--- src/rtl/dma_stat_pkg.sv ---
package dma_stat_pkg;

    localparam int unsigned WORD_W = 32;
    localparam int unsigned CMD_W  = 8;

    typedef struct packed {
        logic       nop;
        logic [6:0] chan;
    } clr_cmd_t;

endpackage

--- src/rtl/dma_stat_flags.sv ---
module dma_stat_flags #(
    parameter int unsigned N = 64
) (
    input  logic         clk,
    input  logic         rst_n,
    input  logic [N-1:0] set_i,
    input  logic [N-1:0] clr_i,
    output logic [N-1:0] flags_o
);

    typedef struct packed {
        logic [N-1:0] flags;
    } flag_state_t;

    flag_state_t st_d, st_q;

    // A set in the same cycle as a clear leaves the flag set.
    always_comb begin
        st_d       = st_q;
        st_d.flags = (st_q.flags & ~clr_i) | set_i;
    end

    always_ff @(posedge clk or negedge rst_n) begin
        if (!rst_n) begin
            st_q <= '0;
        end else begin
            st_q <= st_d;
        end
    end

    assign flags_o = st_q.flags;

endmodule

--- src/rtl/dma_stat_wdecode.sv ---
module dma_stat_wdecode
    import dma_stat_pkg::*;
#(
    parameter int unsigned NUM_CH  = 64,
    parameter int unsigned ADDR_W  = 8,
    parameter int unsigned CLR_IRQ = 8,
    parameter int unsigned CLR_DN  = 9
) (
    input  logic              wr_en,
    input  logic [ADDR_W-1:0] addr,
    input  logic [WORD_W-1:0] wdata,
    output logic [NUM_CH-1:0] clr_irq,
    output logic [NUM_CH-1:0] clr_done
);

    localparam int unsigned NUM_WORDS = NUM_CH / WORD_W;
    localparam int unsigned CH_IDX_W  = $clog2(NUM_CH);

    function automatic logic [NUM_CH-1:0] cmd_mask(input clr_cmd_t cmd);
        logic [NUM_CH-1:0] m;
        m = '0;
        if (!cmd.nop) begin
            if (int'(cmd.chan) >= int'(NUM_CH)) begin
                m = '1;
            end else begin
                m[cmd.chan[CH_IDX_W-1:0]] = 1'b1;
            end
        end
        return m;
    endfunction

    logic [NUM_CH-1:0] word_clr;
    clr_cmd_t          cmd;

    assign cmd = clr_cmd_t'(wdata[CMD_W-1:0]);

    // Word w sits at offset (NUM_WORDS-1-w)*4, so the top word is at 0.
    for (genvar w = 0; w < NUM_WORDS; w++) begin : g_word
        localparam logic [ADDR_W-1:0] OFS = ADDR_W'((NUM_WORDS - 1 - w) * 4);
        assign word_clr[w*WORD_W +: WORD_W] =
            (wr_en && addr == OFS) ? wdata : '0;
    end

    always_comb begin
        clr_irq  = word_clr;
        clr_done = '0;
        if (wr_en && addr == ADDR_W'(CLR_IRQ)) begin
            clr_irq = cmd_mask(cmd);
        end
        if (wr_en && addr == ADDR_W'(CLR_DN)) begin
            clr_done = cmd_mask(cmd);
        end
    end

endmodule

--- src/rtl/dma_irq_status_bank.sv ---
module dma_irq_status_bank
    import dma_stat_pkg::*;
#(
    parameter int unsigned NUM_CH = 64,
    parameter int unsigned ADDR_W = 8
) (
    input  logic              clk,
    input  logic              rst_n,
    input  logic [ADDR_W-1:0] bus_addr,
    input  logic              bus_wr,
    input  logic [31:0]       bus_wdata,
    input  logic              bus_rd,
    output logic [31:0]       bus_rdata,
    input  logic [NUM_CH-1:0] done_evt,
    input  logic [NUM_CH-1:0] done_irq_en,
    output logic [NUM_CH-1:0] irq_req,
    output logic [NUM_CH-1:0] done_status
);

    localparam int unsigned NUM_WORDS = NUM_CH / WORD_W;
    localparam int unsigned CLR_IRQ   = NUM_WORDS * 4;
    localparam int unsigned CLR_DN    = CLR_IRQ + 1;

    logic [NUM_CH-1:0] clr_irq, clr_done;
    logic [NUM_CH-1:0] irq_flags, done_flags;

    dma_stat_wdecode #(
        .NUM_CH (NUM_CH),
        .ADDR_W (ADDR_W),
        .CLR_IRQ(CLR_IRQ),
        .CLR_DN (CLR_DN)
    ) u_dec (
        .wr_en   (bus_wr),
        .addr    (bus_addr),
        .wdata   (bus_wdata),
        .clr_irq (clr_irq),
        .clr_done(clr_done)
    );

    dma_stat_flags #(.N(NUM_CH)) u_irq (
        .clk    (clk),
        .rst_n  (rst_n),
        .set_i  (done_evt & done_irq_en),
        .clr_i  (clr_irq),
        .flags_o(irq_flags)
    );

    dma_stat_flags #(.N(NUM_CH)) u_done (
        .clk    (clk),
        .rst_n  (rst_n),
        .set_i  (done_evt),
        .clr_i  (clr_done),
        .flags_o(done_flags)
    );

    // Zero-wait read path; command bytes and holes return zero.
    always_comb begin
        bus_rdata = '0;
        if (bus_rd) begin
            for (int w = 0; w < int'(NUM_WORDS); w++) begin
                if (bus_addr == ADDR_W'((int'(NUM_WORDS) - 1 - w) * 4)) begin
                    bus_rdata = irq_flags[w*WORD_W +: WORD_W];
                end
            end
        end
    end

    assign irq_req     = irq_flags;
    assign done_status = done_flags;

endmodule

--- config.mk ---
export PLATFORM = sky130hd
export DESIGN_NAME = dma_irq_status_bank
export DESIGN_NICKNAME = d
export VERILOG_FILES = /design/src/rtl/dma_stat_pkg.sv /design/src/rtl/dma_stat_flags.sv /design/src/rtl/dma_stat_wdecode.sv /design/src/rtl/dma_irq_status_bank.sv
export SDC_FILE = /design/constraint.sdc
export NUM_CORES = 1
export LEC_CHECK = 0
export BUFFER_PORTS_ARGS = -buffer_cell sky130_fd_sc_hd__buf_2
export CORE_ASPECT_RATIO = 1.1
export CORE_MARGIN = 10
export CORE_UTILIZATION = 46
export CTS_CLUSTER_SIZE = 16
export DETAILED_ROUTE_END_ITERATION = 6
export MAX_ROUTING_LAYER = met4
export PLACE_DENSITY = 0.77
export SLEW_MARGIN = 20
export SYNTH_ARGS = -nofsm -noshare
export SYNTH_HDL_FRONTEND = slang
export SYNTH_SLANG_ARGS = --single-unit
--- constraint.sdc ---
create_clock -name clk -period 1.7 [get_ports clk]
set_clock_uncertainty 0.15 [all_clocks]
set_input_delay 0.085 -clock clk [delete_from_list [all_inputs] [get_ports clk]]
set_output_delay 0.085 -clock clk [all_outputs]
set_load 0.005 [all_outputs]
# Word-level counts from Yosys, hierarchy flattened
# Index checks and enable logic that the tools add are counted.
[totals] reg_bits=128 input_bits=172 out_inout_bits=160 word_cells=32
[classes] n_lt_le_gt_ge=3 n_eq_ne=3 muxes=11 bitwise=7 n_reduce_logical=6
[op_table] op="$mux 64" n=4
[op_table] op="$and 64x64->64" n=3
[op_table] op="$mux 32" n=5
[op_table] op="$not 64->64" n=2
[op_table] op="$or 64x64->64" n=2
[op_table] op="$eq 8x4->1 const B" n=2
[op_table] op="$eq 8x3->1 const B" n=1
[op_table] op="$logic_not 8->1" n=1
[op_table] op="$ge 7x7->1 const B" n=1
[op_table] op="$lt 6x7->1 const B" n=1
[op_table] op="$demux 1 s6" n=1
[op_table] op="$ge 6x1->1 const B" n=1
[op_table] op="$logic_and 1x1->1" n=5
[op_table] op="$mux 1" n=1

# Depth between registers and ports, before layout
# Gate-level depths: netlist (run 1).
[logic_depth] ltp_word=10 ltp_mapped=7

# By module
# Synthesis (run 1) repeated with hierarchy kept, for this count alone.
[unflattened] hier_cells=789 hier_area_um2=7484.7
[modules_own_cells] module="dma_stat_flags" n_inst=2 cells_per_inst=192 area_per_inst_um2=2322.2 seq_area_each_um2=1601.5
[modules_own_cells] module="dma_stat_wdecode" n_inst=1 cells_per_inst=263 area_per_inst_um2=1695.4 seq_area_each_um2=0.0
[modules_own_cells] module="dma_irq_status_bank" n_inst=1 cells_per_inst=142 area_per_inst_um2=1144.8 seq_area_each_um2=0.0

# Worst setup path after synthesis (run 1)
# Ideal clock, no wire load.
[synth_path] kind="in2reg" startpoint="input bus_addr[1]" endpoint="register u_irq.st_q (netlist bit u_irq.flags_o[37])" t_arrival_ps=1395 required_time_ps=1429 path_slack_ps=34 cell_stages=5 n_path_buf=1 path_cell_list="or4_4 nor3_4 buf_6 nand2_1 a32o_1"
[synth_rtl] element="start, declared" line_no="dma_irq_status_bank.sv:9" rtl="input logic [ADDR_W-1:0] bus_addr,"
[synth_rtl] element="end signal, assigned" line_no="dma_stat_flags.sv:27" rtl="st_q <= st_d;"
[synth_rtl] element="end, declared" line_no="dma_stat_flags.sv:15" rtl="flag_state_t st_d, st_q;"

# Worst setup path after layout (run 1)
[layout_path] startpoint="input bus_addr[5]" endpoint="output bus_rdata[11]"
[layout_via] elab_chain_len=4 elab_cells_between_ends=5 classes_between="eq/ne: 1; mux: 3; reduce/logical: 1"
[layout_rtl] element="$eq 8x3->1" line_no="dma_irq_status_bank.sv:61" rtl="if (bus_addr == ADDR_W'((int'(NUM_WORDS) - 1 - w) * 4)) begin"
[layout_rtl] element="$mux 32" line_no="dma_irq_status_bank.sv:61"
[layout_rtl] element="$mux 32 *" line_no="dma_irq_status_bank.sv:61"
[layout_rtl] element="$mux 32 *" line_no="dma_irq_status_bank.sv:59" rtl="if (bus_rd) begin"
[layout_rtl] element="end, declared" line_no="dma_irq_status_bank.sv:13" rtl="output logic [31:0] bus_rdata,"
# Every way passes the cells marked *; elsewhere a longest branch is shown, timed or not.

==> impl_results.md, run 1 <==
* Result of the run: finished, violations left
* Violated checks: setup timing
* Arrival time at the worst endpoint at 1710 ps
* Maximum clock frequency at 514 MHz
* Pre-CTS setup slack at -250 ps
* Pwr dens at 661 mW/mm²
* Worst max-slew margin expressed relative to the limit at 52.6%
* Net total in the final layout at 1347
* Post-synth EDFFs at 0
* Average wire per standard cell at 24.2 µm
* Iteration count of the initial detailed-routing pass at 7
* Number of buffers inserted during clock tree synthesis at 17
* Gate Count Post-Synth at 657
* Cell types with the highest counts after synthesis: dfrtp_1, nand2b_1, nand2_1
* Synth-to-layout area growth at 72.0%
* DIE WIDTH at 134 µm
* Maximum number of pins on one net before global-route repair at 56
* Clock tree root buffer cell: clkbuf_16
* Global route total overflow at 0
* Dominant cell by count in the synthesized netlist: dfrtp_1
* Post-route fraction of the period consumed by the critical path at 114%
* Unrepaired setup endpoints after global routing: yes
* Routed vias at 8186
* Count of final setup violators at 32
* IR Drop Worst-Case VDD at 534 µV
* CTS Buffer Depth at 2
* Die Outline Area at 0.0193 mm²
* Number of violations reported at the end of detailed-routing iteration 0 at 931
* Final wirelength at 33.4 mm
* Tightest Pin Transition at 711 ps
* Setup tns final at -5910 ps
* Data required time at the worst endpoint at 1460 ps
* Sequential cell area fraction in the yosys report at 49.1%
* Synthesized Nets at 829
* Number of antenna violations at the first check in global routing at 0
* Combinational Power Share at 13.6%
* Filler cells at 781
* Chip Height at 145 µm
* CORE AREA at 0.0139 mm²
* Count of input and output buffers at 331
* Fraction of registers with async set/reset at 100%
* CP max FO at 8
* Detailed placement HPWL at 20.3 mm
* Number of failing hold endpoints at the final stage at 0
* Mean cell area of the mapped netlist at 9.93 µm²
* Class of the worst hold path: in2reg
* Antenna violation net count after detailed routing at 0
* Post-synthesis sequential element count at 128
* Area used by sequential logic in the layout at 0.00320 mm²
* Yosys top cell by area: dfrtp_1
* FP Rows at 45
* Internal reg-to-reg setup slack at 730 ps
* Post-placement cell area at 0.00870 mm²
* LEAKAGE at 0.00423 µW
* Post-DR vias/cell at 5.94
* Max-cap check violation count at 0
* First-pass GRT wire length at 48.1 mm
* Final routed DRC violation total at 0
* GP Congestion at 0.835
* Synthesis Warnings at 0
* Share of the synthesized area in the top cell type at 49.1%
* Footprint of the multi-input gates at 0.00328 mm²
* Critical path start-end classification: in2out
* Synthesized cell area at 0.00652 mm²
* NetSw at 1780 µW
* Sw Ratio at 24.1%
* Number of distinct standard cells referenced by the synthesized netlist at 32
* Final worst slack at -245 ps
* GRT Util Overall at 32.7%
* Power Internal at 5630 µW
* Ratio of cells with drive above 1 in the final layout at 39.1%
* Final critical delay including setup and external delays at 1950 ps
* I/O pin count at 332
* CTS tree: done
* Part of the total power dissipated in sequential elements at 41.4%
* Worst slack on hold paths at 201 ps
* CTS sink count at 128
* Commonest register cell after synthesis: dfrtp_1
* Post-route cell area at 0.0112 mm²
* Final Max Tran Viols at 0
* Number of H-tree branching levels at 4
* Latest clock arrival within the worst-skew pair at 420 ps
* Via count of the first global-routing pass at 8659
* Cell types with the largest area share after synthesis: dfrtp_1, nand2b_1, a32o_1
* Clock transition at the registers of the reported paths at 60 ps
* Clock network power share at 45.0%
* Category of the worst setup path launch point: input port
* Initial Utilization at 47.1%
* Element type at the critical path end: primary output
-- final timing paths --
path,from,end,depth (start not counted)
max,bus_addr[5],bus_rdata[11],8
min in group asynchronous,rst_n,u_irq.flags_o[21],3
max in group asynchronous,rst_n,u_done.flags_o[3],4
min reg2reg,u_done.flags_o[47],u_done.flags_o[47],1
min,bus_addr[3],u_done.flags_o[61],5
max reg2reg,u_irq.flags_o[49],u_irq.flags_o[49],1
-- logic make-up (layout without fill, tap and decap cells) --
| group | Yosys count | in the layout | synth area share (%) |
|---|---|---|---|
| AOI/OAI and AO/OA | 224 | 224 | 23.6 |
| buffers and inverters | 50 | 580 | 3.91 |
| DFF | 128 | 128 | 49.1 |
| other | 0 | 4 | 0 |
| and+or+nand+nor | 255 | 255 | 23.3 |
-- flip-flops by register name (all words and copies together), names as in the netlist --
register,cells
u_done.flags_o,64
u_irq.flags_o,64
-- through the flow --
| stage | std cells | power, µW | utilization [%] |
|---|---|---|---|
| floorplan | 657 | 3330 | - |
| global placement | 1174 | 3770 | 62.8 |
| detailed placement | 1174 | 3780 | 62.8 |
| CTS | 1372 | 7350 | 79.2 |
| global route | 1375 | 7610 | 80.9 |
| finish | 1379 | 7410 | 81.0 |
-- layout by cell type (no fill, tap or decap), drive strengths merged, types with 8 or more instances in the layout --
cell	Yosys	final
buf	27	382
a22oi	32	32
o21ai	60	60
nand2b	125	125
clkbuf	23	30
a21o	8	8
nand2	68	68
dlygate4sd3	0	162
a32o	64	64
nor2b	35	35
a21oi	60	60
dfrtp	128	128
-- power groups by stage --
stage | clock network, µW | registers [µW] | logic [µW]
4_1_cts | 3320 | 3070 | 959
3_3_place_gp | 0 | 3120 | 648
2_1_floorplan | 0 | 3120 | 212
6_report | 3330 | 3070 | 1010
5_1_grt | 3480 | 3070 | 1060
3_5_place_dp | 0 | 3120 | 654
-- worst max-delay path, stage by stage --
cell and delay (ps):
buf_2 110, or4_4 560, nor3_4 240, buf_12 160, buf_12 150, a22oi_2 70
nor2b_1 160, buf_2 140
-- repair_timing --
item | CTS | global route
gates cloned | 2 | 2
hold buffers | 162 | 0
hold endpoints to repair | 256 | 0
gates resized for setup | 20 | 39
pin swaps | 5 | 6
endpoints found under the setup margin | 32 | 67
buffers inserted | 3 | 1
-- cell type report --
class                   count  share of cell area (%)
clock buffers              25                    4.42
clock inverters             6                   0.290
well taps                 188                    2.10
diodes                      4                  0.0892
multi-input cells         479                    29.3
flip-flops and latches    128                    28.5
repair buffers            549                    35.3
-- metal layers --
metal  routed length [µm]  GRT usage (%)  share of wire (%)  up-vias
li1                     -              -                  -     3420
met1                11700           35.6                 35     3945
met2                16900           55.2                 51      679
met3                 3270           8.00                9.8      142
met4                 1510           17.0                4.5        0
met5                    0              -                  0        -
No activity file was read; power rests on OpenSTA's default activity.
==> run 2: changes to the inputs <==
CORE_UTILIZATION = 47   (was 46)
CTS_BUF_LIST = sky130_fd_sc_hd__clkbuf_8   (was default)
PLACE_DENSITY = 0.78   (was 0.77)
SETUP_SLACK_MARGIN = 0.5   (was default)
==> run 2 against run 1 <==
Net effect:
- register-to-register slack got worse by 100 ps
- first-iteration DRC count rose by 36%
- sequential power is essentially flat
- routed wire length rose by 24%
- the flow still finishes with violations (setup timing)
- die area is 1.8% lower
- count of clock-buffer cells in the layout is 3 lower
- combinational power rose by 9.9%
==> impl_results.md, run 2 (synthesized netlist as in run 1, its figures left out) <==
* Result of the run: finished, violations left
* Violated checks: setup timing
* Final total power at 6930 µW
* CORE AREA at 0.0137 mm²
* Final Max Tran Viols at 0
* CTS Buffer Depth at 2
* Number of failing hold endpoints at the final stage at 0
* First-pass GRT wire length at 53.6 mm
* Average wire per standard cell at 28.8 µm
* I/O pin count at 332
* Chip Height at 144 µm
* Setup tns final at -11010 ps
* Final wirelength at 41.4 mm
* Filler cells at 535
* Die Outline Area at 0.0190 mm²
* Post-DR vias/cell at 6.49
* Count of final setup violators at 74
* Post-route fraction of the period consumed by the critical path at 118%
* Ratio of cells with drive above 1 in the final layout at 45.4%
* Number of antenna violations at the first check in global routing at 1
* Number of violations reported at the end of detailed-routing iteration 0 at 1262
* Final worst slack at -312 ps
* DIE WIDTH at 132 µm
* Worst reg2reg path startpoint: u_irq.flags_o[30]
* Cell total after placement at 1177
* GP Congestion at 0.858
* Tightest Pin Transition at 495 ps
* Detailed placement HPWL at 20.3 mm
* FP Rows at 45
* CTS sink count at 128
* Final routed DRC violation total at 0
* Maximum clock frequency at 497 MHz
* Data required time at the worst endpoint at 1460 ps
* Max-cap check violation count at 0
* Arrival time at the worst endpoint at 1780 ps
* Number of buffers inserted during clock tree synthesis at 17
* Clock tree root buffer cell: clkbuf_8
* Post-placement cell area at 0.00886 mm²
* Most frequent cells in the layout: buf_2, dlygate4sd3_1, dfrtp_1, nand2b_1, buf_4
* Number of H-tree branching levels at 4
* Element type at the critical path end: primary output
* Class of the worst hold path: in2async
* Critical path start-end classification: in2out
* CTS tree: done
* Routed vias at 9341
* GRT Util Overall at 37.4%
* Worst slack on hold paths at 4.80 ps
* Post-route insts no fill at 1440
* Unrepaired setup endpoints after global routing: yes
* Synth-to-layout area growth at 87.4%
* Initial Utilization at 47.7%
* IR Drop Worst-Case VDD at 474 µV
* Antenna violation net count after detailed routing at 0
* Via count of the first global-routing pass at 9425
* Final critical delay including setup and external delays at 2010 ps
* Net total in the final layout at 1408
* Latest clock arrival within the worst-skew pair at 480 ps
* Post-route cell area at 0.0122 mm²
* Pwr dens at 567 mW/mm²
* Critical Path Source: bus_addr[7]
* Category of the worst setup path launch point: input port
* Clock transition at the registers of the reported paths at 90 ps
* Worst max-slew margin expressed relative to the limit at 67.0%
* Iteration count of the initial detailed-routing pass at 5
* Global route total overflow at 0
* CP max FO at 7
* LEAKAGE at 0.00477 µW
* Count of input and output buffers at 331
* Maximum number of pins on one net before global-route repair at 71
* Most frequent standard cell in the layout excluding fill and tap cells: buf_2
run 2: final timing paths:
path / to / slack [ps] / cells past startpoint
worst min-delay path: u_irq.flags_o[2] / 5 / 3
max in group asynchronous: u_done.flags_o[50] / 1010 / 3
min in group clk: u_irq.flags_o[7] / 10 / 3
worst max register to register: u_irq.flags_o[30] / 630 / 2
worst max-delay path: bus_rdata[6] / -310 / 9
worst min register to register: u_done.flags_o[63] / 330 / 1
run 2: worst max-delay path, stage by stage:
cell,delay (ps)
buf_6,100
or4_4,590
nor3_4,220
buf_12,170
buf_12,110
clkbuf_16,150
a22oi_2,70
nor2b_1,150
buf_2,140
run 2: where the power goes:
| group | leakage, µW | switching (µW) | internal (µW) |
|---|---|---|---|
| Sequential | 0.00112 | 12.7 | 3050 |
| Clock | 0.000210 | 1290 | 1460 |
| Combinational | 0.00343 | 517 | 592 |
| Total | 0.00477 | 1820 | 5110 |
run 2: timing repair:
item	4_1_cts	5_1_grt
hold endpoints to repair	256	0
hold buffers	159	0
gates cloned	7	9
pin swaps	6	23
buffers inserted	16	37
gates resized for setup	38	92
endpoints found under the setup margin	224	264
run 2: metal layers:
layer,part of all wire [%],track usage (%),vias up,wire length [µm]
li1,-,-,3549,-
met1,31,38.1,4306,13000
met2,46,61.4,1070,19200
met3,13,10.0,416,5410
met4,9.2,28.3,0,3810
met5,0,-,-,0
run 2: metrics by stage:
stage	util (%)	setup slack, ps
global placement	64.8	-235
global route	89.3	-362
detailed placement	64.8	-253
CTS	83.3	-211
finish	89.4	-312
floorplan	-	83.5
run 2: layout make-up:
| cell class | count | area (µm²) | share of cell area (%) |
|---|---|---|---|
| antenna | 5 | 12.5 | 0.102 |
| timing repair buffer | 610 | 4900 | 40.1 |
| tap | 188 | 235 | 1.92 |
| sequential | 128 | 3210 | 26.2 |
| clock inverter | 8 | 88.8 | 0.727 |
| clock buffer | 22 | 303 | 2.48 |
| multi-input combinational | 479 | 3480 | 28.5 |
